<file path="src/rtl/pic_pkg.sv">
package pic_pkg;
    localparam int NUM_SRC   = 8;
    localparam int PRIO_W    = 3;
    localparam int STK_DEPTH = 8;

    typedef enum logic [1:0] {
        OP_NONE = 2'd0,
        OP_PUSH = 2'd1,
        OP_POP  = 2'd2,
        OP_SET  = 2'd3
    } lvl_op_t;

    // accepted acknowledge beats end-of-interrupt beats software write
    function automatic lvl_op_t pick_op(input logic ack_ok, input logic eoi,
                                        input logic we);
        if (ack_ok)   return OP_PUSH;
        else if (eoi) return OP_POP;
        else if (we)  return OP_SET;
        else          return OP_NONE;
    endfunction
endpackage

</file>
<file path="src/rtl/pic_arbiter.sv">
module pic_arbiter #(
    parameter int N  = 8,
    parameter int PW = 3,
    localparam int IW = (N > 1) ? $clog2(N) : 1
) (
    input  logic            clk,
    input  logic            rst,
    input  logic [N-1:0]    req,
    input  logic [N*PW-1:0] prio_flat,
    input  logic [PW-1:0]   floor_lvl,
    output logic            win_valid,
    output logic [IW-1:0]   win_idx,
    output logic [PW-1:0]   win_lvl
);
    logic [PW-1:0] best;

    // strict compare while scanning upward keeps the lowest index on ties
    always_comb begin
        best      = floor_lvl;
        win_valid = 1'b0;
        win_idx   = '0;
        for (int i = 0; i < N; i++) begin
            if (req[i] && (prio_flat[i*PW +: PW] > best)) begin
                best      = prio_flat[i*PW +: PW];
                win_valid = 1'b1;
                win_idx   = IW'(i);
            end
        end
        win_lvl = best;
    end

    // the chosen source is requesting and has a nonzero priority
    a_r2_winner_real: assert property (@(posedge clk) disable iff (rst)
        win_valid |-> (req[win_idx] && (prio_flat[win_idx*PW +: PW] != '0)));

    // the chosen level sits above the floor
    a_r1_above_floor: assert property (@(posedge clk) disable iff (rst)
        win_valid |-> (win_lvl > floor_lvl));
endmodule

</file>
<file path="src/rtl/pic_prio_stack.sv">
module pic_prio_stack #(
    parameter int DEPTH = 8,
    parameter int W     = 3,
    localparam int AW = (DEPTH > 1) ? $clog2(DEPTH) : 1,
    localparam int CW = $clog2(DEPTH + 1)
) (
    input  logic         clk,
    input  logic         rst,
    input  logic         push,
    input  logic         pop,
    input  logic [W-1:0] push_data,
    output logic [W-1:0] pop_data,
    output logic         empty,
    output logic         full,
    output logic         ovf,
    output logic         unf
);
    logic [W-1:0]  mem [DEPTH];
    logic [CW-1:0] cnt;

    assign empty    = (cnt == '0);
    assign full     = (cnt == CW'(DEPTH));
    assign pop_data = empty ? '0 : mem[AW'(cnt - CW'(1))];

    always_ff @(posedge clk) begin
        if (rst) begin
            cnt <= '0;
            ovf <= 1'b0;
            unf <= 1'b0;
        end else if (push) begin
            if (full) begin
                ovf <= 1'b1;
            end else begin
                mem[AW'(cnt)] <= push_data;
                cnt           <= cnt + CW'(1);
            end
        end else if (pop) begin
            if (empty) unf <= 1'b1;
            else       cnt <= cnt - CW'(1);
        end
    end

    a_r7_ovf_sticky: assert property (@(posedge clk) disable iff (rst)
        ovf |=> ovf);
    a_r8_unf_sticky: assert property (@(posedge clk) disable iff (rst)
        unf |=> unf);
    a_r7_full_push: assert property (@(posedge clk) disable iff (rst)
        (push && full) |=> (full && ovf));
    a_r8_empty_pop: assert property (@(posedge clk) disable iff (rst)
        (pop && !push && empty) |=> (empty && unf));
    a_r7_push_fills: assert property (@(posedge clk) disable iff (rst)
        (push && !full) |=> !empty);
endmodule

</file>
<file path="src/rtl/pic_top.sv">
module pic_top
    import pic_pkg::*;
#(
    parameter int N_SRC = NUM_SRC,
    parameter int PW    = PRIO_W,
    parameter int DEPTH = STK_DEPTH,
    localparam int IW = (N_SRC > 1) ? $clog2(N_SRC) : 1
) (
    input  logic                clk,
    input  logic                rst,
    input  logic [N_SRC-1:0]    src_req,
    input  logic [N_SRC*PW-1:0] src_prio,
    input  logic                ack,
    input  logic                eoi,
    input  logic                cpr_we,
    input  logic [PW-1:0]       cpr_wdata,
    output logic                irq_o,
    output logic [IW-1:0]       vec_o,
    output logic [PW-1:0]       cpr_o,
    output logic                ovf_o,
    output logic                unf_o
);
    logic [PW-1:0] cpr_q;
    logic          irq_q;
    logic [IW-1:0] vec_q;
    logic [PW-1:0] lvl_q;

    logic          win_valid;
    logic [IW-1:0] win_idx;
    logic [PW-1:0] win_lvl;
    logic [PW-1:0] pop_data;
    logic          stk_empty, stk_full;
    logic          ack_ok;
    lvl_op_t       op;

    assign ack_ok = ack && irq_q;
    assign op     = pick_op(ack_ok, eoi, cpr_we);

    pic_arbiter #(.N(N_SRC), .PW(PW)) i_arb (
        .clk       (clk),
        .rst       (rst),
        .req       (src_req),
        .prio_flat (src_prio),
        .floor_lvl (cpr_q),
        .win_valid (win_valid),
        .win_idx   (win_idx),
        .win_lvl   (win_lvl)
    );

    pic_prio_stack #(.DEPTH(DEPTH), .W(PW)) i_stk (
        .clk       (clk),
        .rst       (rst),
        .push      (op == OP_PUSH),
        .pop       (op == OP_POP),
        .push_data (cpr_q),
        .pop_data  (pop_data),
        .empty     (stk_empty),
        .full      (stk_full),
        .ovf       (ovf_o),
        .unf       (unf_o)
    );

    always_ff @(posedge clk) begin
        if (rst) begin
            cpr_q <= '0;
            irq_q <= 1'b0;
            vec_q <= '0;
            lvl_q <= '0;
        end else begin
            // registered presentation: masking by a new level lags one cycle
            irq_q <= win_valid && !ack_ok;
            vec_q <= win_idx;
            lvl_q <= win_lvl;
            unique case (op)
                OP_PUSH: cpr_q <= lvl_q;
                OP_POP:  cpr_q <= pop_data;
                OP_SET:  cpr_q <= cpr_wdata;
                default: cpr_q <= cpr_q;
            endcase
        end
    end

    assign irq_o = irq_q;
    assign vec_o = vec_q;
    assign cpr_o = cpr_q;

    // accepted acknowledge installs the presented level and drops the line
    a_r4_ack_loads: assert property (@(posedge clk) disable iff (rst)
        (ack && irq_q) |=> ((cpr_q == $past(lvl_q)) && !irq_q));
    // acknowledge with nothing presented leaves the level alone
    a_r9_ack_ignored: assert property (@(posedge clk) disable iff (rst)
        (ack && !irq_q && !eoi && !cpr_we) |=> $stable(cpr_q));
    // a write that wins sets the level next cycle
    a_r6_write_lands: assert property (@(posedge clk) disable iff (rst)
        (cpr_we && !ack_ok && !eoi) |=> (cpr_q == $past(cpr_wdata)));
    // popping an empty stack clears the level
    a_r8_empty_zero: assert property (@(posedge clk) disable iff (rst)
        (eoi && !ack_ok && stk_empty) |=> (cpr_q == '0));
    // a presented request never carries level 0
    a_r2_no_zero_lvl: assert property (@(posedge clk) disable iff (rst)
        irq_q |-> (lvl_q != '0));
endmodule

</file>
<file path="config.mk">
export PLATFORM = sky130hd
export DESIGN_NAME = pic_top
export DESIGN_NICKNAME = d
export VERILOG_FILES = /design/src/rtl/pic_pkg.sv /design/src/rtl/pic_arbiter.sv /design/src/rtl/pic_prio_stack.sv /design/src/rtl/pic_top.sv
export SDC_FILE = /design/constraint.sdc
export NUM_CORES = 1
export LEC_CHECK = 0
export BUFFER_PORTS_ARGS = -buffer_cell sky130_fd_sc_hd__buf_2
export CORE_MARGIN = 3
export CORE_UTILIZATION = 60
export CTS_CLUSTER_SIZE = 40
export DETAILED_ROUTE_END_ITERATION = 10
export PLACE_DENSITY = 0.88
export SETUP_SLACK_MARGIN = 0.2
export SLEW_MARGIN = 20
export SYNTH_ARGS = -nofsm -noshare
export SYNTH_HDL_FRONTEND = slang
export SYNTH_SLANG_ARGS = --single-unit
</file>
<file path="constraint.sdc">
create_clock -name clk -period 35.2 [get_ports clk]
set_clock_uncertainty 0.05 [all_clocks]
set_input_delay 7.04 -clock clk [delete_from_list [all_inputs] [get_ports clk]]
set_output_delay 7.04 -clock clk [all_outputs]
set_load 0.05 [all_outputs]
</file>
==> results of run 1 <==
## kinds of logic after synthesis
family,count (synthesis)
and+or+nand+nor,112
muxes,13
DFF,40
xor gates and xnor gates,5
adders and majority gates,24
buffers and inverters,25
AOI/OAI and AO/OA,83
## sequential cells by signal, indices dropped and copies added, names as in the netlist
register	count
i_stk.mem	24
cpr_o	3
lvl_q	3
vec_o	3
i_stk.cnt	4
i_stk.unf	1
i_stk.ovf	1
irq_o	1
## metrics by stage
step	utilization	instances	power (mW)	setup WS, ns
floorplan	-	302	0.161	18.03
global placement	0.704	396	0.183	17.12
detailed placement	0.704	396	0.186	16.86
CTS	0.728	404	0.222	17.11
global route	0.728	404	0.237	16.13
finish	0.728	404	0.222	16.99
## cell usage after synthesis, types with 4 or more instances
master / count / share of area
nor2_1: 41 / 0.053
nand2_1: 28 / 0.036
edfxtp_1: 24 / 0.25
ha_1: 20 / 0.087
inv_1: 19 / 0.025
dfxtp_1: 16 / 0.11
o21ai_0: 14 / 0.024
a21oi_1: 12 / 0.021
nand3_1: 9 / 0.016
a211oi_1: 6 / 0.016
mux4_2: 6 / 0.047
nor3_1: 6 / 0.010
mux2i_1: 5 / 0.017
a21oi_2: 4 / 0.012
a31oi_1: 4 / 0.0087
and2_1: 4 / 0.0087
clkbuf_1: 4 / 0.0052
nand4_1: 4 / 0.0087
nor3b_1: 4 / 0.010
o211ai_1: 4 / 0.010
## worst min-delay path: cells and delay by family (launching register included)
kind	cells	cell delay (ns)
AOI/OAI and AO/OA	1	0.04
and+or+nand+nor	1	0.07
DFF	1	0.33
## per-layer routing
layer  up-vias  part of all wire  GRT usage
met3        14             0.049     0.0396
li1       1235                 -          -
met4         0             0.018     0.0990
met1      1193              0.44      0.306
met5         -                 0          0
met2        88              0.50      0.404
## cell usage in the layout, fill, tap and decap left out, types with 4 or more instances in the layout
| master | synthesis | routed |
|---|---|---|
| a31oi_1 | 4 | 4 |
| buf_2 | 0 | 48 |
| nor3_1 | 6 | 6 |
| a21oi_2 | 4 | 4 |
| mux2i_1 | 5 | 5 |
| a211oi_1 | 6 | 6 |
| o211ai_1 | 4 | 4 |
| and2_1 | 4 | 4 |
| a21oi_1 | 12 | 12 |
| nand2_1 | 28 | 28 |
| nand3_1 | 9 | 9 |
| nor2_1 | 41 | 41 |
| inv_1 | 19 | 19 |
| o21ai_0 | 14 | 14 |
| ha_1 | 20 | 20 |
| nor3b_1 | 4 | 4 |
| clkbuf_8 | 0 | 5 |
| mux4_2 | 6 | 6 |
| nand4_1 | 4 | 4 |
| edfxtp_1 | 24 | 24 |
| dfxtp_1 | 16 | 16 |
## cell type report
| type | instances | area, sq um | area share |
|---|---|---|---|
| clock buffer | 5 | 68.8 | 0.0210 |
| clock inverter | 3 | 37.5 | 0.0115 |
| inverter | 19 | 71.3 | 0.0218 |
| multi-input combinational | 237 | 1750 | 0.535 |
| sequential | 40 | 1040 | 0.318 |
| tap | 52 | 65.1 | 0.0198 |
| timing repair buffer | 48 | 240 | 0.0733 |
## power by group through the flow
stage                     logic, mW  clock network, mW  registers (mW)
after floorplan              0.0865                  0          0.0741
after global placement        0.114                  0          0.0683
after detailed placement      0.118                  0          0.0687
after CTS                     0.119             0.0354          0.0678
after global routing          0.131             0.0373          0.0691
final                         0.120             0.0349          0.0678
## how the worst min path moves through the flow
stage                     end  slack, ns          from
floorplan           i_stk.ovf       0.51  i_stk.cnt[3]
global placement    i_stk.ovf       0.39     i_stk.ovf
detailed placement  i_stk.ovf       0.41     i_stk.ovf
CTS                 i_stk.ovf       0.42     i_stk.ovf
global route        i_stk.ovf       0.44     i_stk.ovf
finish              i_stk.ovf       0.42     i_stk.ovf
==> results.ini, run 1 <==
[run]
drv_cap=0

[logic_synthesis]
ys_warn_count=0
ys_async_sr_fraction=0
synth_seq_cells=40
synthAdderAreaFrac=0.101
ys_types=66
syn_nets=362
synth_top_family_by_area=compound AO/OA/AOI/OAI gates
avgSynthCellArea_sq_um=9.57
synth-compound-area-share=0.235
seq_area_frac_synth=0.360
synthSimpleGateAreaFrac=0.184
syn-instance-count=302
synth_xor_area_frac=0.0152
synth-edff-count=24
synthMuxAreaShare=0.0719
synth_area_sq_um=2890
synthFlopType=edfxtp_1

[clock_tree]
clock-sinks=40
h-tree-depth=2
cts_root_buf=clkbuf_8
clock_path_buffers=2
cts-hold-fix-buffers=0
tritoncts=built
post-cts-setup-buffer-count=0
cts_resized=0
tritoncts.num_buffers=5
path_clk_slew_ns=0.07
clk_latency_ns=0.28

[setup_path]
critPathMaxStageDelay_ns=0.56
timing.reg2reg.setup_slack_ns=23.09
reg2reg_from=cpr_o[2]
startpoint=src_prio[2]
path_common_cell=nor2_1
worstSetupEndpoint=irq_o
critPathKind=primary input to flip-flop
arrival_ns=18.32
crit_required_ns=35.31
cp_max_fo=9
worst_r2r_path_depth=55
cp_num_cells=55
critPathSlowestCell=o211ai_1
end_kind=flip-flop
crit_family=compound AO/OA/AOI/OAI gates
start_kind=primary input
worstPathBufferInverterCount=1
r2r-end=irq_o

[timing]
drv_slew=0
period_minus_slack_ns=18.21
setup_viol=0
rsz0062_at_grt=false
final.period_utilization=0.517
setup_tns_ns=0
hold_viol_final=0
worst_slew_pin_slew_ns=0.693
max_slew_margin=0.536
whs_ns=0.417
fmax_mhz=54.9

[global_route]
grt_max_degree=18
grt_overflow_total=0
antenna_found_initial=0
grt_pass1_vias=2352
grt_pass1_wl_microns=10500
track_usage=0.240

[die]
start_util=0.641
pin_count=49
design.die.area_sq_um=5680
die_w_microns=75.4
chipHeight_microns=75.4
fp-row-count=24
core_sq_um=4500

[layout]
fillers=328
area_delta_synth_final_pct=13.5
finalNetCount=411
antennaDiodeCount=0
drive_above_1_share=0.253
fin_area_sq_um=3280

[place]
gp_congestion=0.861
hpwl_microns=5170
port-buffer-count=48
place_area_sq_um=3170

[power]
p_seq_frac=0.305
powerDensity_nw_per_um2=67.8
combPwrFrac=0.538
ir_drop_mv=0.0290
internal-power_mw=0.128
p_switching_mw=0.0947
p_leak_nw=1.34
p_sw_frac=0.426
pwr-share-clk=0.157

[hold_path]
hold_path_depth=2
min_path_type=flip-flop to flip-flop

[detailed_routing]
ant_nets=0
vias=2530
via_per_inst=6.26
drt-total-wl_microns=6550
routedWlPerCell_microns=16.2
drtPass1Iterations=5
drc_errors=0
drt_iter0_drc=151

[outcome]
status=complete, no violations

Note: power is estimated with default switching activity, not from simulation.
==> run 2, diff against run 1 <==
--- a/config.mk
+++ b/config.mk
@@ -5,12 +5,13 @@
 export SDC_FILE = /design/constraint.sdc
 export NUM_CORES = 1
 export LEC_CHECK = 0
+export ABC_AREA = 1
 export BUFFER_PORTS_ARGS = -buffer_cell sky130_fd_sc_hd__buf_2
 export CORE_MARGIN = 3
-export CORE_UTILIZATION = 60
+export CORE_UTILIZATION = 56
 export CTS_CLUSTER_SIZE = 40
 export DETAILED_ROUTE_END_ITERATION = 10
-export PLACE_DENSITY = 0.88
+export PLACE_DENSITY = 0.84
 export SETUP_SLACK_MARGIN = 0.2
 export SLEW_MARGIN = 20
 export SYNTH_ARGS = -nofsm -noshare
==> constraint.sdc (replaced) <==
create_clock -name clk -period 19 [get_ports clk]
set_clock_uncertainty 0.05 [all_clocks]
set_input_delay 3.8 -clock clk [delete_from_list [all_inputs] [get_ports clk]]
set_output_delay 3.8 -clock clk [all_outputs]
set_load 0.05 [all_outputs]
==> run 2 against run 1 <==
Compared with the run above:
- core utilization decreased by 4.3 points
- setup slack worse by 10 ns
- combinational power up 98%
- count of clock-buffer cells in the layout rose by 2
- first-iteration DRC count increased by 70%
- synthesized cell count rose by 11%
- die area grew 0.60%
- critical path depth up 7
- total power increased by 89%
- global-route usage down 1.8 points
- design area down 5.9%
- non-clock buffer count unchanged
- critical endpoint is now lvl_q[0]
- largest cell class unchanged
==> results.ini, run 2 <==
[outcome]
status=complete, no violations

[clock_tree]
path_clk_slew_ns=0.07  ; about the same
clock_path_buffers=2  ; unchanged
cts-hold-fix-buffers=0  ; unchanged
clock-sinks=40  ; unchanged
cts_root_buf=clkbuf_8
post-cts-setup-buffer-count=0  ; unchanged
cts_resized=0  ; unchanged
clk_latency_ns=0.30  ; +0.02 ns
tritoncts.num_buffers=5  ; unchanged
tritoncts=built
h-tree-depth=2  ; unchanged

[global_route]
grt_overflow_total=0  ; unchanged
track_usage=0.222  ; -0.0181
grt_pass1_vias=2273  ; -3.4%
grt_util_met3=0.0330  ; -0.00660
grt_use_met2=0.383  ; -0.0211
grt_pass1_wl_microns=9690  ; -7.3%
grt_max_degree=22  ; +4
use_met1=0.273  ; -0.0336
antenna_found_initial=0  ; unchanged
busiest_layer=met2

[die]
die_w_microns=75.6  ; +0.30%
pin_count=49  ; unchanged
design.die.area_sq_um=5720  ; +0.60%
chipHeight_microns=75.6  ; +0.30%
core_sq_um=4500  ; unchanged
start_util=0.603  ; -0.0389
fp-row-count=24  ; unchanged

[detailed_routing]
vias=2433  ; -3.8%
ant_nets=0  ; unchanged
drtPass1Iterations=7  ; +2
drc_errors=0  ; unchanged
via_per_inst=5.53  ; -12%
routedWlPerCell_microns=13.0  ; -20%
drt_iter0_drc=256  ; +70%
drt-total-wl_microns=5740  ; -12%

[setup_path]
critPathKind=primary input to flip-flop
path_common_cell=o21ai_0
critPathMaxStageDelay_ns=0.34  ; -0.22 ns
worst_r2r_path_depth=61  ; +11%
cp_max_fo=7  ; -2
crit_required_ns=19.15  ; -16.16 ns
reg2reg_from=cpr_o[2]
arrival_ns=12.14  ; -6.18 ns
r2r-end=lvl_q[0]
start_kind=primary input
timing.reg2reg.setup_slack_ns=9.85  ; -13.24 ns
end_kind=flip-flop
critPathSlowestCell=ha_1

[timing]
hold_viol_final=0  ; unchanged
max_slew_margin=0.520  ; -0.0158
period_minus_slack_ns=11.99
rsz0062_at_grt=false
fmax_mhz=83.4
drv_slew=0  ; unchanged
setup_viol=0  ; unchanged
setup_ws_ns=7.01  ; -9.98 ns
setup_tns_ns=0  ; unchanged
worst_slew_pin_slew_ns=0.713  ; +0.0202 ns
final.period_utilization=0.631

[place]
hpwl_microns=4550  ; -12%
port-buffer-count=48  ; unchanged
post-place-ws_ns=6.74  ; -10.13 ns
place_inst=432  ; +9.1%
gp_congestion=0.891  ; +3.5%

[power]
powerDensity_nw_per_um2=137  ; +100%
total_power_mw=0.421  ; +89%
p_leak_nw=1.50  ; +12%
ir_drop_mv=0.0541  ; +87%

[logic_synthesis]
synth_top_area_share=0.266  ; +0.0161
avgSynthCellArea_sq_um=8.08  ; -16%
synth-edff-count=24  ; unchanged
ys_types=36  ; -45%
seq_area_frac_synth=0.384  ; +0.0233
synthFlopType=edfxtp_1
ys_warn_count=0  ; unchanged
synth_area_leaders=edfxtp_1 (27%), dfxtp_1 (12%), ha_1 (9.2%), inv_1 (7.6%), nand2_1 (6.6%)
syn_nets=396  ; +9.4%
yosysMostFrequentCell=inv_1
syn-instance-count=336  ; +11%
synthTopCellsByCount=inv_1 (55), nand2_1 (48), o21ai_0 (31)
ys_async_sr_fraction=0  ; unchanged
synth_seq_cells=40  ; unchanged
synth_area_sq_um=2710  ; -6.1%
yosysTopAreaCell=edfxtp_1

[hold_path]
hold_path_depth=2  ; unchanged
hold_end=i_stk.ovf
min_path_type=flip-flop to flip-flop
worstHoldStart=i_stk.ovf

[layout]
largest_registers=i_stk.mem x24, i_stk.cnt x4
fin_util=0.685  ; -0.0431
final_cells=440  ; +8.9%
finalNetCount=447  ; +8.8%
top_register=i_stk.mem
drive_above_1_share=0.222  ; -0.0312
area_delta_synth_final_pct=13.6
antennaDiodeCount=0  ; unchanged
layout_common_cells=inv_1 (55), nand2_1 (48), buf_2 (48)
largest_reg_flops=24  ; unchanged
layout_commonest_cell=inv_1

[run]
drv_cap=0  ; unchanged

## run 2: worst max-delay path by stage
stage	startpoint	end	slack, ns	depth (start not counted)
4_1_cts	src_prio[2]	lvl_q[0]	7.01	62
2_1_floorplan	src_prio[2]	irq_o	7.68	62
3_5_place_dp	src_prio[2]	lvl_q[0]	6.74	62
6_report	src_prio[2]	lvl_q[0]	7.01	62
3_3_place_gp	src_prio[2]	irq_o	7.03	61
5_1_grt	src_prio[2]	lvl_q[0]	6.20	60
## run 2: cell type report
cell class              count  area, sq um
multi-input cells         233         1440
clock inverters             1         3.75
well taps                  52         65.1
inverters                  59          221
clock buffers               7         76.3
flip-flops and latches     40         1040
repair buffers             48          240
fillers                   383         1420
## run 2: stage by stage
| stage | hold WS, ns | cell area, sq um |
|---|---|---|
| 2_1_floorplan | 0.394 | 2710 |
| 3_3_place_gp | 0.384 | 3000 |
| 3_5_place_dp | 0.407 | 3000 |
| 4_1_cts | 0.418 | 3080 |
| 5_1_grt | 0.448 | 3080 |
| 6_report | 0.413 | 3080 |
## run 2: cells by family (layout without fill, tap and decap cells)
family / count (synthesis) / after routing / share of synthesized area
AND/OR/NAND/NOR: 136 / 136 / 0.260
XOR/XNOR: 1 / 1 / 0.00323
AO/OA/AOI/OAI: 76 / 76 / 0.174
flip-flops: 40 / 40 / 0.384
adder cells (fa/ha/maj): 20 / 20 / 0.0922
buffers and inverters: 63 / 115 / 0.0871
## run 2: metal layers
metal,wire length (microns),part of all wire,up-vias
met5,0,0,-
li1,-,-,1237
met2,2870,0.50,90
met3,288,0.050,12
met1,2450,0.43,1094
met4,125,0.022,0
## run 2: critical path, delay by kind of cell
family	cells	cell delay, ns
AOI/OAI and AO/OA	13	2.35
adders and majority gates	8	2.36
buffers and inverters	9	0.78
and+or+nand+nor	32	2.85
## run 2: where the power goes
| group | internal [mW] | switching, mW |
|---|---|---|
| logic | 0.0821 | 0.156 |
| registers | 0.111 | 0.0196 |
| clock network | 0.0255 | 0.0269 |
==> run 3, diff against run 2 <==
==> constraint.sdc (replaced) <==
create_clock -name clk -period 11.5 [get_ports clk]
set_clock_uncertainty 0.05 [all_clocks]
set_input_delay 2.3 -clock clk [delete_from_list [all_inputs] [get_ports clk]]
set_output_delay 2.3 -clock clk [all_outputs]
set_load 0.05 [all_outputs]
==> run 3 against run 2 <==
Compared with the run above:
- sequential share of layout area is the same
- critical endpoint unchanged
- setup slack lost 5.9 ns
- sequential power grew 66%
- die area is the same
- total power grew 67%
- critical path type unchanged
==> results.ini, run 3 (synthesis gave the netlist of run 2 again) <==
[power]
total_power_mw=0.702  ; +67%
powerDensity_nw_per_um2=228  ; +67%
ir_drop_mv=0.110  ; +100%
p_leak_nw=1.50  ; about the same

[die]
die_w_microns=75.6  ; unchanged
fp-row-count=24  ; unchanged
pin_count=49  ; unchanged
core_sq_um=4500  ; unchanged
chipHeight_microns=75.6  ; unchanged
start_util=0.603  ; unchanged
design.die.area_sq_um=5720  ; unchanged

[timing]
period_minus_slack_ns=10.42
final.period_utilization=0.906
worst_slew_pin_slew_ns=0.671  ; -0.0421 ns
fmax_mhz=96.0
max_slew_margin=0.552  ; +0.0315
rsz0062_at_grt=false
setup_viol=0  ; unchanged
hold_viol_final=0  ; unchanged
setup_ws_ns=1.08  ; -5.93 ns
setup_tns_ns=0  ; unchanged
drv_slew=0  ; unchanged

[layout]
largest_reg_flops=24  ; unchanged
fin_area_sq_um=3080  ; unchanged
fin_util=0.685  ; unchanged
top_register=i_stk.mem
layout_commonest_cell=inv_1
largest_registers=i_stk.mem x24, i_stk.cnt x4
antennaDiodeCount=0  ; unchanged
finalNetCount=447  ; unchanged
fillers=364  ; -5.0%
area_delta_synth_final_pct=13.6  ; unchanged
seq_area_sq_um=1040  ; unchanged
drive_above_1_share=0.222  ; unchanged
multi_input_area_sq_um=1440  ; unchanged
layout_common_cells=inv_1 (55), nand2_1 (48), buf_2 (48)

[global_route]
grt_use_met2=0.384  ; +0.00192
grt_overflow_total=0  ; unchanged
track_usage=0.226  ; +0.00429
use_met1=0.277  ; +0.00370
grt_util_met3=0.0369  ; +0.00396
busiest_layer=met2
grt_pass1_vias=2329  ; +2.5%
antenna_found_initial=0  ; unchanged
grt_pass1_wl_microns=9890  ; +2.1%
grt_max_degree=22  ; unchanged

[setup_path]
critPathKind=primary input to flip-flop
cp_max_fo=7  ; unchanged
critPathMaxStageDelay_ns=0.33  ; about the same
end_kind=flip-flop
arrival_ns=10.57  ; -1.57 ns
crit_required_ns=11.65  ; -7.50 ns
critPathSlowestCell=ha_1
start_kind=primary input

[place]
port-buffer-count=48  ; unchanged
hpwl_microns=4690  ; +2.9%
post-place-ws_ns=0.641  ; -6.10 ns
gp_congestion=0.877  ; -1.6%
place_area_sq_um=3000  ; unchanged

[clock_tree]
h-tree-depth=2  ; unchanged
path_clk_slew_ns=0.08  ; about the same
cts_resized=0  ; unchanged
clock-sinks=40  ; unchanged
cts-hold-fix-buffers=0  ; unchanged
post-cts-setup-buffer-count=0  ; unchanged
tritoncts.num_buffers=5  ; unchanged
tritoncts=built
clk_latency_ns=0.29  ; about the same
clock_path_buffers=2  ; unchanged
cts_root_buf=clkbuf_8

[detailed_routing]
vias=2463  ; +1.2%
ant_nets=0  ; unchanged
drt_iter0_drc=290  ; +13%
drc_errors=0  ; unchanged
via_per_inst=5.60  ; +1.2%
routedWlPerCell_microns=13.3  ; +2.2%
drtPass1Iterations=5  ; -2
drt-total-wl_microns=5870  ; +2.2%

[hold_path]
min_path_type=flip-flop to flip-flop

[outcome]
status=complete, no violations

[run]
drv_cap=0  ; unchanged

## run 3: path summary, 6_finish.rpt
path,from,endpoint,slack (ns),depth (start not counted)
worst max register to register,cpr_o[2],lvl_q[0],2.42,59
worst max-delay path,src_prio[2],lvl_q[0],1.08,60
worst min-delay path,i_stk.ovf,i_stk.ovf,0.40,2
worst min register to register,i_stk.ovf,i_stk.ovf,0.40,2
## run 3: metrics by stage
stage	std cells	hold WS, ns
finish	440	0.396
global route	440	0.429
CTS	440	0.400
detailed placement	432	0.389
global placement	432	0.385
floorplan	336	0.394
## run 3: final cells by class
type	instances	share of cell area
sequential	40	0.338
multi-input combinational	233	0.466
tap	52	0.0211
inverter	59	0.0718
clock inverter	1	0.00122
clock buffer	7	0.0247
timing repair buffer	48	0.0779
## run 3: routing by layer
| metal | vias to the layer above | wire (microns) |
|---|---|---|
| met4 | 0 | 149 |
| met1 | 1127 | 2540 |
| met5 | - | 0 |
| met2 | 74 | 2910 |
| li1 | 1244 | - |
| met3 | 18 | 267 |
## run 3: report_power, final
part	switching (mW)	internal (mW)	total, mW
logic	0.262	0.136	0.397
registers	0.0340	0.184	0.218
clock network	0.0445	0.0422	0.0867
## run 3: critical path: cells and delay by family
kind	cells	cell delay, ns
AOI/OAI and AO/OA	13	2.51
adders and majority gates	8	2.30
buffers and inverters	9	0.76
and+or+nand+nor	30	2.68
